### src/rtl/rmath_pkg.sv
package rmath_pkg;

    localparam int XLEN       = 32;
    localparam int NVAR       = 4;
    localparam int NCONST     = 5;
    localparam int NREG       = NVAR + NCONST;
    localparam int DST_W      = $clog2(NVAR);
    localparam int SRC_W      = $clog2(NREG);
    localparam int SH_W       = $clog2(XLEN);
    localparam int MAX_OPS    = 70;
    localparam int PROG_DEPTH = MAX_OPS + 1;

    typedef logic [XLEN-1:0] word_t;

    typedef enum logic [2:0] {
        OP_MUL  = 3'd0,
        OP_ADD  = 3'd1,
        OP_SUB  = 3'd2,
        OP_ROR  = 3'd3,
        OP_ROL  = 3'd4,
        OP_XOR  = 3'd5,
        OP_RET  = 3'd6,
        OP_HALT = 3'd7
    } op_e;

    typedef struct packed {
        word_t             imm;
        logic [SRC_W-1:0]  src;
        logic [DST_W-1:0]  dst;
        op_e               op;
    } instr_t;

    typedef enum logic {
        ST_IDLE = 1'b0,
        ST_RUN  = 1'b1
    } state_e;

    // Rotate right; an amount of zero returns the input unchanged
    function automatic word_t rot_right(word_t x, logic [SH_W-1:0] n);
        if (n == '0) return x;
        return (x >> n) | (x << (XLEN - int'(n)));
    endfunction

    function automatic word_t rot_left(word_t x, logic [SH_W-1:0] n);
        if (n == '0) return x;
        return (x << n) | (x >> (XLEN - int'(n)));
    endfunction

    function automatic logic is_stop(op_e op);
        return (op == OP_RET) || (op == OP_HALT);
    endfunction

endpackage

### src/rtl/rmath_progmem.sv
module rmath_progmem
    import rmath_pkg::*;
#(
    parameter int DEPTH = PROG_DEPTH,
    parameter int AW    = $clog2(DEPTH)
) (
    input  logic            clk,
    input  logic            we_i,
    input  logic [AW-1:0]   waddr_i,
    input  instr_t          wdata_i,
    input  logic [AW-1:0]   raddr_i,
    output instr_t          rdata_o
);

    instr_t mem [DEPTH];

    always_ff @(posedge clk) begin
        if (we_i && (int'(waddr_i) < DEPTH)) begin
            mem[waddr_i] <= wdata_i;
        end
    end

    // Out-of-range fetch reads as a terminate instruction
    always_comb begin
        rdata_o    = '0;
        rdata_o.op = OP_HALT;
        if (int'(raddr_i) < DEPTH) begin
            rdata_o = mem[raddr_i];
        end
    end

endmodule

### src/rtl/rmath_regfile.sv
module rmath_regfile
    import rmath_pkg::*;
(
    input  logic                    clk,
    input  logic                    rst,
    input  logic                    load_i,
    input  logic [NVAR*XLEN-1:0]    load_var_i,
    input  logic [NCONST*XLEN-1:0]  load_const_i,
    input  logic                    wr_en_i,
    input  logic [DST_W-1:0]        wr_idx_i,
    input  word_t                   wr_data_i,
    input  logic [DST_W-1:0]        dst_idx_i,
    input  logic [SRC_W-1:0]        src_idx_i,
    output word_t                   dst_val_o,
    output word_t                   src_val_o,
    output logic [NVAR*XLEN-1:0]    var_o
);

    word_t                   vreg [NVAR];
    word_t                   creg [NCONST];
    word_t                   allr [NREG];
    logic [NCONST*XLEN-1:0]  const_flat;
    logic [SRC_W-1:0]        src_sel;

    for (genvar i = 0; i < NVAR; i++) begin : g_var
        always_ff @(posedge clk) begin
            if (rst) begin
                vreg[i] <= '0;
            end else if (load_i) begin
                vreg[i] <= load_var_i[i*XLEN +: XLEN];
            end else if (wr_en_i && (wr_idx_i == DST_W'(i))) begin
                vreg[i] <= wr_data_i;
            end
        end
        assign allr[i]               = vreg[i];
        assign var_o[i*XLEN +: XLEN] = vreg[i];
    end

    for (genvar j = 0; j < NCONST; j++) begin : g_const
        always_ff @(posedge clk) begin
            if (rst) begin
                creg[j] <= '0;
            end else if (load_i) begin
                creg[j] <= load_const_i[j*XLEN +: XLEN];
            end
        end
        assign allr[NVAR+j]               = creg[j];
        assign const_flat[j*XLEN +: XLEN] = creg[j];
    end

    // Source codes beyond the last register alias to it
    assign src_sel   = (src_idx_i > SRC_W'(NREG-1)) ? SRC_W'(NREG-1) : src_idx_i;
    assign src_val_o = allr[src_sel];
    assign dst_val_o = vreg[dst_idx_i];

    // constants only move on an accepted start
    assert_const_hold_R10: assert property (@(posedge clk) disable iff (rst)
        !load_i |=> $stable(const_flat));

endmodule

### src/rtl/rmath_alu.sv
module rmath_alu
    import rmath_pkg::*;
(
    input  op_e    op_i,
    input  word_t  dst_i,
    input  word_t  src_i,
    input  word_t  imm_i,
    output word_t  res_o,
    output logic   wr_o
);

    logic [SH_W-1:0] amt;

    assign amt  = src_i[SH_W-1:0];
    assign wr_o = !is_stop(op_i);

    always_comb begin
        unique case (op_i)
            OP_MUL:  res_o = dst_i * src_i;
            OP_ADD:  res_o = dst_i + src_i + imm_i;
            OP_SUB:  res_o = dst_i - src_i;
            OP_ROR:  res_o = rot_right(dst_i, amt);
            OP_ROL:  res_o = rot_left(dst_i, amt);
            OP_XOR:  res_o = dst_i ^ src_i;
            default: res_o = dst_i;
        endcase
    end

    // zero rotate amount leaves the operand untouched
    always_comb begin
        if (((op_i == OP_ROR) || (op_i == OP_ROL)) && (amt == '0)) begin
            assert_rot_zero_R5: assert (res_o == dst_i);
        end
    end

endmodule

### src/rtl/rmath_engine.sv
module rmath_engine
    import rmath_pkg::*;
#(
    parameter int DEPTH = PROG_DEPTH,
    parameter int AW    = $clog2(DEPTH)
) (
    input  logic                    clk,
    input  logic                    rst,
    input  logic                    prog_we,
    input  logic [AW-1:0]           prog_addr,
    input  logic [2:0]              prog_op,
    input  logic [DST_W-1:0]        prog_dst,
    input  logic [SRC_W-1:0]        prog_src,
    input  logic [XLEN-1:0]         prog_imm,
    input  logic                    start,
    input  logic [NVAR*XLEN-1:0]    init_var,
    input  logic [NCONST*XLEN-1:0]  init_const,
    output logic                    busy,
    output logic                    done,
    output logic [NVAR*XLEN-1:0]    result
);

    localparam logic [AW-1:0] LAST = AW'(DEPTH - 1);

    state_e        state;
    logic [AW-1:0] pc;
    instr_t        wr_instr;
    instr_t        cur;
    word_t         dst_val, src_val, alu_res;
    logic          alu_wr;
    logic          accept;
    logic          finish;

    assign busy   = (state == ST_RUN);
    assign accept = start && (state == ST_IDLE);
    assign finish = busy && (is_stop(cur.op) || (pc == LAST));

    always_comb begin
        wr_instr     = '0;
        wr_instr.op  = op_e'(prog_op);
        wr_instr.dst = prog_dst;
        wr_instr.src = prog_src;
        wr_instr.imm = prog_imm;
    end

    rmath_progmem #(.DEPTH(DEPTH), .AW(AW)) u_mem (
        .clk     (clk),
        .we_i    (prog_we && !busy),
        .waddr_i (prog_addr),
        .wdata_i (wr_instr),
        .raddr_i (pc),
        .rdata_o (cur)
    );

    rmath_regfile u_rf (
        .clk          (clk),
        .rst          (rst),
        .load_i       (accept),
        .load_var_i   (init_var),
        .load_const_i (init_const),
        .wr_en_i      (busy && alu_wr),
        .wr_idx_i     (cur.dst),
        .wr_data_i    (alu_res),
        .dst_idx_i    (cur.dst),
        .src_idx_i    (cur.src),
        .dst_val_o    (dst_val),
        .src_val_o    (src_val),
        .var_o        (result)
    );

    rmath_alu u_alu (
        .op_i  (cur.op),
        .dst_i (dst_val),
        .src_i (src_val),
        .imm_i (cur.imm),
        .res_o (alu_res),
        .wr_o  (alu_wr)
    );

    always_ff @(posedge clk) begin
        if (rst) begin
            state <= ST_IDLE;
            pc    <= '0;
            done  <= 1'b0;
        end else begin
            done <= 1'b0;
            unique case (state)
                ST_IDLE: begin
                    if (start) begin
                        state <= ST_RUN;
                        pc    <= '0;
                    end
                end
                ST_RUN: begin
                    if (finish) begin
                        state <= ST_IDLE;
                        done  <= 1'b1;
                    end else begin
                        pc <= pc + AW'(1);
                    end
                end
                default: state <= ST_IDLE;
            endcase
        end
    end

    // done is a single-cycle pulse and never overlaps busy
    assert_done_pulse_R8: assert property (@(posedge clk) disable iff (rst)
        done |=> !done);
    assert_done_idle_R8: assert property (@(posedge clk) disable iff (rst)
        done |-> !busy);

    // the fetch index never leaves the program store
    assert_pc_bound_R9: assert property (@(posedge clk) disable iff (rst)
        busy |-> (int'(pc) < DEPTH));

    // a start during a run does not restart it
    assert_start_ignored_R10: assert property (@(posedge clk) disable iff (rst)
        (busy && start) |=> (done || (pc != '0)));

    // non-terminating steps advance by exactly one entry
    assert_step_R11: assert property (@(posedge clk) disable iff (rst)
        (busy && !is_stop(cur.op) && (pc != LAST)) |=> (busy && (pc == $past(pc) + AW'(1))));

endmodule

### config.mk
export PLATFORM = sky130hd
export DESIGN_NAME = rmath_engine
export DESIGN_NICKNAME = d
export VERILOG_FILES = /design/src/rtl/rmath_pkg.sv /design/src/rtl/rmath_progmem.sv /design/src/rtl/rmath_regfile.sv /design/src/rtl/rmath_alu.sv /design/src/rtl/rmath_engine.sv
export SDC_FILE = /design/constraint.sdc
export NUM_CORES = 2
export LEC_CHECK = 0
export BUFFER_PORTS_ARGS = -buffer_cell sky130_fd_sc_hd__buf_2
export CORE_MARGIN = 4
export CORE_UTILIZATION = 29
export CTS_CLUSTER_DIAMETER = 200
export DETAILED_ROUTE_END_ITERATION = 8
export SYNTH_ARGS = -nofsm -noshare
export SYNTH_HDL_FRONTEND = slang
export SYNTH_HIERARCHICAL = 1
export SYNTH_SLANG_ARGS = --single-unit
### constraint.sdc
create_clock -name clk -period 20 [get_ports clk]
set_clock_uncertainty 0.15 [all_clocks]
set_input_delay 4 -clock clk [delete_from_list [all_inputs] [get_ports clk]]
set_output_delay 4 -clock clk [all_outputs]
set_load 0.01 [all_outputs]
==> summary.md <==
| Metric | Value |
|---|---|
| Outcome | `finished, final reports clean` |
| Sequential area share after synthesis | `a little over three fifths` |
| Slowest-stage cell, CP | `a22oi_1` |
| Area share of the largest cell type after synthesis | `62.6%` |
| Critical Path AT | `15310 ps` |
| Yosys warning count | `6` |
| Final nets | `10700` |
| Reg2Reg Depth | `36` |
| Pre-CTS WS | `between 5000 and 6000 ps` |
| Clk sinks | `3208` |
| Placed wire-length estimate | `roughly 340000 um` |
| Top cell by count, worst path | `buf_4` |
| Total power | `~19000 uW` |
| # IOs | `470` |
| Grt ovf | `0` |
| CTS Buffer Depth | `4` |
| Most frequent cells in the layout | `3199 x edfxtp_1, 780 x mux4_2, 469 x buf_2` |
| Initial Util | `29.1%` |
| Root Buffer | `clkbuf_16` |
| MaxCap Viol Count | `0` |
| Mapped Avg Cell Area | `16.4 sq um` |
| Layout cells sized above 1 | `21.8%` |
| WL/cell | `around 32 um` |
| Initial antenna violation count | `approximately 100` |
| Setup Buffers After CTS | `0` |
| Layout fillers | `50800` |
| DRT Pass-1 Iters | `6` |
| Hold crit path type | `reg2reg` |
| Htree depth | `5` |
| Die ar. | `541000 sq um` |
| Mapped Cells | `9367` |
| Worst-path clk slew | `60 ps` |
| Largest cells by area after synthesis | `edfxtp_1 63%, mux4_2 11%, fa_1 5.7%` |
| Worst-Margin Slew | `1320 ps` |
| Area growth from synthesis to layout | `13.4%` |
| Commonest non-fill, non-tap cell in the layout | `edfxtp_1` |
| Max rail drop VDD | `140 uV` |
| Crit path time final | `14670 ps` |
| DIE WIDTH | `between 700 and 800 um` |
| Total GRT Usage | `about a fifth` |
| Detailed Route Iter0 Violations | `around 13000` |
| Vias in the first global route | `90600` |
| Total Negative Setup Slacks | `0 ps` |
| Hold Path Depth | `2` |
| CP Buf/Inv Count | `10` |
| EDFF count, synth | `3199` |
| Port-buffer cells | `469` |
| Maximum fanout along the worst path | `36` |
| DR vias | `92100` |
| Slew Limit Fails | `0` |
| Layout Utilization | `33.0%` |
| Final hold viol count | `0` |
| Worst setup EP type | `flip-flop` |
| Final ANT Viol Nets | `0` |
| Syn nets | `10400` |
| First-pass GRT wire length | `739000 um` |
| Startpoint class of the critical path | `flip-flop` |
| Leading register cell type out of synthesis | `edfxtp_1` |
| WL final | `537000 um` |
| Post-synth ARST share | `0%` |
| # setup viols final | `0` |
| Pleak | `0.0582 uW` |
| Pin count of the biggest net entering global routing | `200` |
| Yosys top cell by area | `edfxtp_1` |
| Final WS setup | `5330 ps` |
| Gp weighted congestion | `1.03` |
| Slew headroom | `12.3%` |
| Post-synth cell types | `around 100` |
| Worst path required time | `20640 ps` |
| Number of CTS-inserted buffers | `between 300 and 400` |
| Worst-Skew Late Latency | `990 ps` |
| # resized after CTS | `0` |
| Achievable Freq | `~0.068 GHz` |
| Synth Cell Area | `154000 sq um` |
| Die height | `~740 um` |
| Pwr/cell area | `109 nW/um^2` |
| Reg2Reg Launch Point | `pc[3]` |
| FF-to-FF setup slack | `~5300 ps` |
| Largest delay share family, worst path | `compound AO/OA/AOI/OAI gates` |
| End of the worst register-to-register path | `u_rf/vreg[3][26]` |
| # rows | `between 200 and 300` |
| CTS tree | `done` |
| Via-to-Cell Ratio | `5.41` |
| Core region area | `528000 sq um` |
| CTS Hold Bufs | `0` |
| Critical path class | `reg2reg` |
| WHS Endpoint | `pc[3]` |
| Largest stage delay, worst path | `770 ps` |
| Synthesis-stage register bit count | `between 3000 and 4000` |
| RSZ-0062 raised after global routing | `false` |
| Worst hold start | `pc[3]` |
| DRC viols | `0` |
| Final period util | `roughly 73%` |
state kept, by name (all words and copies together) (netlist names):
| register | cells |
|---|---|
| u_mem/mem | 2911 |
| u_rf/creg | 160 |
| u_rf/vreg | 128 |
| pc | 7 |
| busy | 1 |
| done | 1 |
stage by stage:
| step | hold WS (ps) | area (sq um) | std cells |
|---|---|---|---|
| 6_report | 586 | 174000 | 17000 |
| 5_1_grt | 600 | 174000 | 17000 |
| 4_1_cts | 584 | 174000 | 17000 |
| 3_3_place_gp | 554 | 164000 | 16400 |
| 2_1_floorplan | 341 | 154000 | 9367 |
| 3_5_place_dp | 571 | 164000 | 16400 |
cells in the mapped netlist (all sizes together) (40+ instances only):
library cell     n
a211oi          75
a21o            77
a21oi          291
a221oi          62
a22o           133
a22oi          198
a31oi           40
and2           345
buf            402
clkbuf         334
edfxtp        3199
fa             441
ha             205
inv            441
mux2i          382
mux4           780
nand2          467
nor2           446
nor2b           41
nor3            45
o21ai          260
o221ai          40
o22ai          109
xnor2           94
xor2            40
worst max-delay path by stage:
stage	from	to	slack (ps)	cells past startpoint
final	pc[3]	u_rf/vreg[3][26]	5330	36
after global routing	pc[0]	u_rf/vreg[3][26]	4950	31
after CTS	pc[0]	u_rf/vreg[3][26]	5550	34
after detailed placement	pc[2]	u_rf/vreg[3][31]	5570	37
after global placement	pc[2]	u_rf/vreg[2][31]	5620	37
after floorplan	pc[0]	u_rf/vreg[0][31]	8360	44
logic make-up after synthesis:
family | synth area share, %
DFF | 62.7
and+or+nand+nor | 4.67
AOI/OAI and AO/OA | 6.65
muxes | 14.2
buffers and inverters | 3.61
adders and majority gates | 7.42
xor gates and xnor gates | 0.779
routing by layer:
| metal | track usage, % | wire, um |
|---|---|---|
| met5 | 0 | 215 |
| met4 | 7.62 | 22700 |
| met3 | 5.67 | 60800 |
| met2 | 29.6 | 243000 |
| met1 | 25.6 | 210000 |
area by class of cell:
cell class / instances / area, sq um / share of cell area (%)
Clock inverter: 169 / 1590 / 0.914
Tap cell: 6994 / 8750 / 5.03
Inverter: 450 / 1700 / 0.976
Timing Repair Buffer: 772 / 4750 / 2.73
Sequential cell: 3208 / 96300 / 55.3
Antenna cell: 68 / 170 / 0.0977
Multi-Input combinational cell: 4973 / 52500 / 30.2
Clock buffer: 399 / 8350 / 4.79
worst min-delay path, cell delays in order, from the launching register on:
cell     delay, ps
dfxtp_4        500
nand3_1        130
mux2i_1         60
power by group:
group          total [uW]  switching, uW  internal [uW]
combinational        5520           3510           2000
clock                5810           2610           3200
sequential           7580            114           7460
total               18900           6230          12700
Power figures use the tool's default switching activity.
